$ cat src/rtl/trig_seq_pkg.sv
package trig_seq_pkg;
  localparam int NUM_CH  = 4;
  localparam int NUM_ST  = 3;
  localparam int CODE_W  = 4;
  localparam int DATA_W  = 8;
  localparam int BANK_W  = 2;

  typedef enum logic [2:0] {
    ST_IDLE  = 3'd0,
    ST_ONE   = 3'd1,
    ST_TWO   = 3'd2,
    ST_THREE = 3'd3,
    ST_FINAL = 3'd4
  } seq_state_e;

  // Target of a match on channel ch under a rule code; ST_IDLE means no effect.
  function automatic seq_state_e code_target(logic [CODE_W-1:0] code, int ch);
    case (code)
      4'd1, 4'd2, 4'd3, 4'd4: return (ch == int'(code) - 1) ? ST_FINAL : ST_IDLE;
      4'd5:  return ST_FINAL;
      4'd6:  return (ch == 2) ? ST_IDLE : ST_FINAL;
      4'd7:  return (ch == 0) ? ST_ONE : (ch == 1) ? ST_THREE : ST_IDLE;
      4'd8:  return (ch == 0) ? ST_ONE : (ch == 2) ? ST_THREE : ST_IDLE;
      4'd9:  return (ch == 1) ? ST_ONE : (ch == 3) ? ST_THREE : ST_IDLE;
      4'd10: return (ch == 1) ? ST_TWO : (ch == 0) ? ST_FINAL : ST_IDLE;
      4'd11: return (ch == 2) ? ST_TWO : (ch == 0) ? ST_FINAL : ST_IDLE;
      4'd12: return (ch == 3) ? ST_TWO : (ch == 1) ? ST_FINAL : ST_IDLE;
      4'd13: return (ch == 2) ? ST_ONE : (ch == 3) ? ST_FINAL : ST_IDLE;
      default: return ST_IDLE;
    endcase
  endfunction
endpackage

$ cat src/rtl/trig_seq_regs.sv
module trig_seq_regs
  import trig_seq_pkg::*;
#(
  parameter int N_ST  = NUM_ST,
  parameter int CW    = CODE_W,
  parameter int DW    = DATA_W,
  parameter int BW    = BANK_W
) (
  input  logic                   clk,
  input  logic                   rst_n,
  input  logic                   armed_i,
  input  logic                   wr_en_i,
  input  logic [BW-1:0]          bank_i,
  input  logic [DW-1:0]          wdata_i,
  output logic [DW-1:0]          rdata_o,
  output logic [N_ST-1:0][CW-1:0] codes_o
);
  logic [N_ST-1:0][CW-1:0] sc_q;

  for (genvar g = 0; g < N_ST; g++) begin : g_bank
    always_ff @(posedge clk or negedge rst_n) begin
      if (!rst_n) begin
        sc_q[g] <= '0;
      end else if (wr_en_i && !armed_i && bank_i == BW'(g)) begin
        sc_q[g] <= wdata_i[CW-1:0];
      end
    end
  end

  always_comb begin
    rdata_o = '0;
    for (int g = 0; g < N_ST; g++) begin
      if (bank_i == BW'(g)) rdata_o[CW-1:0] = sc_q[g];
    end
  end

  assign codes_o = sc_q;

  assert_locked_while_armed_R11: assert property (@(posedge clk) disable iff (!rst_n)
    armed_i |=> $stable(sc_q));
endmodule

$ cat src/rtl/trig_seq_resolve.sv
module trig_seq_resolve
  import trig_seq_pkg::*;
#(
  parameter int N_CH = NUM_CH,
  parameter int N_ST = NUM_ST,
  parameter int CW   = CODE_W
) (
  input  seq_state_e              state_i,
  input  logic [N_ST-1:0][CW-1:0] codes_i,
  input  logic [N_CH-1:0]         match_i,
  output logic [CW-1:0]           cur_code_o,
  output logic                    hit_final_o,
  output logic                    go_o,
  output seq_state_e              next_o
);
  seq_state_e tgt [N_CH];

  always_comb begin
    case (state_i)
      ST_ONE:   cur_code_o = codes_i[0];
      ST_TWO:   cur_code_o = codes_i[1];
      ST_THREE: cur_code_o = codes_i[2];
      default:  cur_code_o = '0;
    endcase
  end

  for (genvar c = 0; c < N_CH; c++) begin : g_ch
    assign tgt[c] = match_i[c] ? code_target(cur_code_o, c) : ST_IDLE;
  end

  always_comb begin
    hit_final_o = 1'b0;
    go_o        = 1'b0;
    next_o      = ST_IDLE;
    for (int c = N_CH - 1; c >= 0; c--) begin
      if (tgt[c] != ST_IDLE) begin
        go_o   = 1'b1;
        next_o = tgt[c];
      end
      if (tgt[c] == ST_FINAL) hit_final_o = 1'b1;
    end
    if (hit_final_o) next_o = ST_FINAL;
  end
endmodule

$ cat src/rtl/trig_seq_fsm.sv
module trig_seq_fsm
  import trig_seq_pkg::*;
(
  input  logic       clk,
  input  logic       rst_n,
  input  logic       arm_i,
  input  logic       go_i,
  input  seq_state_e next_i,
  output seq_state_e state_o,
  output logic       armed_o
);
  seq_state_e state_q;
  logic       armed_q;

  always_ff @(posedge clk or negedge rst_n) begin
    if (!rst_n) begin
      state_q <= ST_IDLE;
      armed_q <= 1'b0;
    end else if (!arm_i) begin
      state_q <= ST_IDLE;
      armed_q <= 1'b0;
    end else if (!armed_q) begin
      state_q <= ST_ONE;
      armed_q <= 1'b1;
    end else if (state_q != ST_FINAL && go_i) begin
      state_q <= next_i;
    end
  end

  assign state_o = state_q;
  assign armed_o = armed_q;

  assert_disarm_idle_R3: assert property (@(posedge clk) disable iff (!rst_n)
    !arm_i |=> (state_q == ST_IDLE && !armed_q));
  assert_arm_start_R2: assert property (@(posedge clk) disable iff (!rst_n)
    (arm_i && !armed_q) |=> (state_q == ST_ONE && armed_q));
  assert_final_sticky_R8: assert property (@(posedge clk) disable iff (!rst_n)
    (arm_i && state_q == ST_FINAL) |=> state_q == ST_FINAL);
  assert_disarmed_idle_R12: assert property (@(posedge clk) disable iff (!rst_n)
    !armed_q |-> state_q == ST_IDLE);
endmodule

$ cat src/rtl/trig_seq.sv
module trig_seq
  import trig_seq_pkg::*;
(
  input  logic        clk,
  input  logic        rst_n,
  input  logic        arm,
  input  logic [3:0]  comp_en,
  input  logic [3:0]  match,
  input  logic [1:0]  cfg_bank,
  input  logic        cfg_wr,
  input  logic [7:0]  cfg_wdata,
  output logic [7:0]  cfg_rdata,
  output logic        armed,
  output logic [2:0]  seq_state,
  output logic        final_hit
);
  logic [NUM_ST-1:0][CODE_W-1:0] codes;
  logic [NUM_CH-1:0]             match_eff;
  logic [CODE_W-1:0]             cur_code;
  logic                          hit_final, go;
  seq_state_e                    nxt, state;

  trig_seq_regs u_regs (
    .clk(clk), .rst_n(rst_n), .armed_i(armed), .wr_en_i(cfg_wr),
    .bank_i(cfg_bank), .wdata_i(cfg_wdata), .rdata_o(cfg_rdata), .codes_o(codes)
  );

  assign match_eff = match & comp_en & {NUM_CH{armed}};

  trig_seq_resolve u_res (
    .state_i(state), .codes_i(codes), .match_i(match_eff), .cur_code_o(cur_code),
    .hit_final_o(hit_final), .go_o(go), .next_o(nxt)
  );

  trig_seq_fsm u_fsm (
    .clk(clk), .rst_n(rst_n), .arm_i(arm), .go_i(go), .next_i(nxt),
    .state_o(state), .armed_o(armed)
  );

  assign seq_state = state;
  assign final_hit = (state == ST_FINAL);

  assert_final_first_R6: assert property (@(posedge clk) disable iff (!rst_n)
    (arm && armed && hit_final) |=> seq_state == 3'd4);
  assert_reserved_inert_R5: assert property (@(posedge clk) disable iff (!rst_n)
    (arm && armed && (cur_code == 4'd0 || cur_code >= 4'd14)) |=> $stable(seq_state));
  assert_masked_inert_R9: assert property (@(posedge clk) disable iff (!rst_n)
    (arm && armed && (match & comp_en) == 4'd0) |=> $stable(seq_state));
endmodule

$ cat config.mk
export PLATFORM = sky130hd
export DESIGN_NAME = trig_seq
export DESIGN_NICKNAME = d
export VERILOG_FILES = /design/src/rtl/trig_seq_pkg.sv /design/src/rtl/trig_seq_regs.sv /design/src/rtl/trig_seq_resolve.sv /design/src/rtl/trig_seq_fsm.sv /design/src/rtl/trig_seq.sv
export SDC_FILE = /design/constraint.sdc
export NUM_CORES = 1
export LEC_CHECK = 0
export BUFFER_PORTS_ARGS = -buffer_cell sky130_fd_sc_hd__buf_2
export CAP_MARGIN = 20
export CORE_AREA = 5 5 59 61
export CTS_BUF_LIST = sky130_fd_sc_hd__clkbuf_8 sky130_fd_sc_hd__clkbuf_16
export DETAILED_ROUTE_END_ITERATION = 8
export DIE_AREA = 0 0 64 66
export MAX_ROUTING_LAYER = met4
export PLACE_DENSITY = 0.77
export SYNTH_ARGS = -nofsm -noshare
export SYNTH_HDL_FRONTEND = slang
export SYNTH_SLANG_ARGS = --single-unit
export TNS_END_PERCENT = 1
$ cat constraint.sdc
create_clock -name clk -period 2.8 [get_ports clk]
set_input_delay 0.28 -clock clk [delete_from_list [all_inputs] [get_ports clk]]
set_output_delay 0.28 -clock clk [all_outputs]
set_load 0.02 [all_outputs]
==> results.toml <==
[finish]
final_cells = 201
n_antenna_cell = 0
drive_above_1_share_pct = 32.7
syn2layout_area_growth_pct = 8.05
fin_nets = 192
fin_area_um2 = 1510

[worst_setup_path]
critPathKind = "reg2reg"
cp_slowest_cell = "dfrtp_1"
worst-path-max-fanout = 13
crit_path_end_kind = "flip-flop"
start_kind = "flip-flop"
path_cells = "mux2_4 -> a21o_1 -> a21oi_2 -> o211ai_1 -> a2111oi_2 -> nand3_1 -> a21oi_1"
crit_arrival_ns = 2.56
worstPathRequired_ns = 2.97
cp_slowest_stage_delay_ns = 0.58

[timing]
fin_crit_ns = 2.40
slew_viol_final = 0
slew-limit-headroom_pct = 33.0
worst_slew_pin_slew_ns = 0.991
rsz0062_at_grt = "false"
holdWs_ns = 0.166
fmax_mhz = 417
setup_violations = 0
clock_skew_ns = 0.00563
finalHoldViolations = 0
min_period_over_period_pct = 85.6
final.setup.tns_ns = 0

[floorplan]
dieArea_um2 = 4220
core_area_um2 = 2930
die_height_um = 66
std_cell_rows = 20
num_io_pins = 35
die_w_um = 64
start_util_pct = 47.8

[synth]
ys_seq_elements = 16
synth_cell_type_count = 54
syn_area_per_cell_um2 = 9.33
synth_top_area_cell = "dfrtp_1"
synth_common_cells = "dfrtp_1 (16), mux2_2 (12), nand2_1 (11), nor3_1 (9)"
synth.top_cells.by_area = "dfrtp_1 (29%), mux2_2 (9.7%), mux2i_1 (5.0%), buf_6 (4.0%), nor3_1 (3.2%)"
synth-edff-count = 0
syn_area_um2 = 1400
yosysWarnings = 0
synth_ff_type = "dfrtp_1"
async_flop_share_pct = 100
syn-instance-count = 150
yosysSeqAreaShare_pct = 28.6
yosysMostFrequentCell = "dfrtp_1"
synth_top_area_share_pct = 28.6

[cts]
path_clk_slew_ns = 0.06
post_cts_buffers = 0
cts_sinks = 16
htreeDepth = 1
clk_latency_ns = 0.25
cts_buffers = 3
ctsRootBufferMaster = "clkbuf_8"
ctsLongestPathBuffers = 2
cts_hold_buf = 1
cts_resized = 0
cts_tree = "done"

[drt]
viasPerCell = 6.29
wirelength_um = 3330
drc = 0
drt-initial-drc-count = 71
postRouteAntennaNets = 0
num_vias = 1264
dr.pass1.iters = 4
avgRoutedWirePerCell_um = 16.6

[grt]
track_usage_pct = 16.4
grt_remaining_overflow = 0
grt_pass1_vias = 1228
grt_pass1_wl_um = 5450
antenna_found_initial = 0
grt_max_degree = 17

[placement]
detailed_place_hpwl_um = 2520
routabilityCongestion = 0.948
io_buffer_count = 26
dpl-instance-area_um2 = 1460
place_inst = 197

[pwr]
fin_total_pwr_w = 0.000763
power.leakage_nw = 0.627
peakVddDrop_mv = 0.373
p_per_area_nw_per_um2 = 505

[worst_hold_path]
hold_path.class = "in2reg"

[run]
maxCapViolations = 0

[outcome]
status = "complete, no violations"
==> path summary, 6_finish.rpt <==
check,startpoint,endpoint,slack (ns),cells past startpoint
max,u_fsm.state_o[0]$_DFFE_PN0P_,u_fsm.state_o[1]$_DFFE_PN0P_,0.40,7
min,arm,u_fsm.armed_o$_DFF_PN0_,0.17,1
max reg2reg,u_fsm.state_o[0]$_DFFE_PN0P_,u_fsm.state_o[1]$_DFFE_PN0P_,0.40,7
min reg2reg,u_regs.codes_o[9]$_DFFE_PN0P_,u_regs.codes_o[9]$_DFFE_PN0P_,0.54,1
max in group asynchronous,rst_n,u_regs.codes_o[9]$_DFFE_PN0P_,2.07,2
min in group asynchronous,rst_n,u_regs.codes_o[3]$_DFFE_PN0P_,0.46,2
==> cells by family after synthesis <==
group                  Yosys count  share of synthesized area (%)
buffers and inverters           18                           10.3
other                            1                          0.268
DFF                             16                           28.6
muxes                           21                           16.7
and+or+nand+nor                 45                           18.3
AOI/OAI and AO/OA               49                           25.8
==> worst max-delay path, delay by kind of cell, from the launching register on <==
kind	cells	cell delay [ns]
muxes	1	0.36
AOI/OAI and AO/OA	5	1.24
DFF	1	0.58
and+or+nand+nor	1	0.13
==> flip-flops by register name, indices dropped and copies added (netlist names) <==
name and flops:
u_fsm.armed_o 1, u_fsm.state_o 3, u_regs.codes_o 12
==> layout by cell type (no fill, tap or decap), types with 2 or more instances in the layout <==
cell and instances:
o21ai_0 8, a211oi_2 2, and3_1 3, dfrtp_1 16, o31ai_1 2, nand4_1 2, mux2i_1 7, buf_2 26
clkbuf_8 3, o211ai_1 4, buf_4 3, a31oi_1 4, a21oi_1 7, conb_1 4, mux2_2 12, nor3_1 9
nand3_1 8, nand2_1 11, a211oi_1 3
==> where the power goes <==
group          switching (W)  total (W)  internal [W]  leakage [nW]
logic               0.000158   0.000275      0.000116         0.410
registers          0.0000431   0.000316      0.000273         0.196
clock network      0.0000767   0.000172     0.0000955        0.0216
==> per-layer routing <==
metal	GRT usage [%]	vias up	share of wire, %
met4	7.27	0	1.6
met1	19.1	600	44
met5	-	-	0
li1	-	609	-
met3	2.38	5	5.9
met2	27.9	50	49
==> stage by stage <==
step / worst slack [ns] / utilization (%)
floorplan: 0.729 / -
global placement: 0.462 / 49.9
detailed placement: 0.430 / 49.9
CTS: 0.386 / 51.6
global route: 0.254 / 51.6
finish: 0.404 / 51.6
==> layout make-up <==
class	instances	area, µm²
Fill cell	274	1420
Multi-Input combinational cell	119	866
Sequential cell	16	400
Timing Repair Buffer	30	163
Clock buffer	3	41.3
Tap cell	33	41.3
Power figures use the tool's default switching activity.
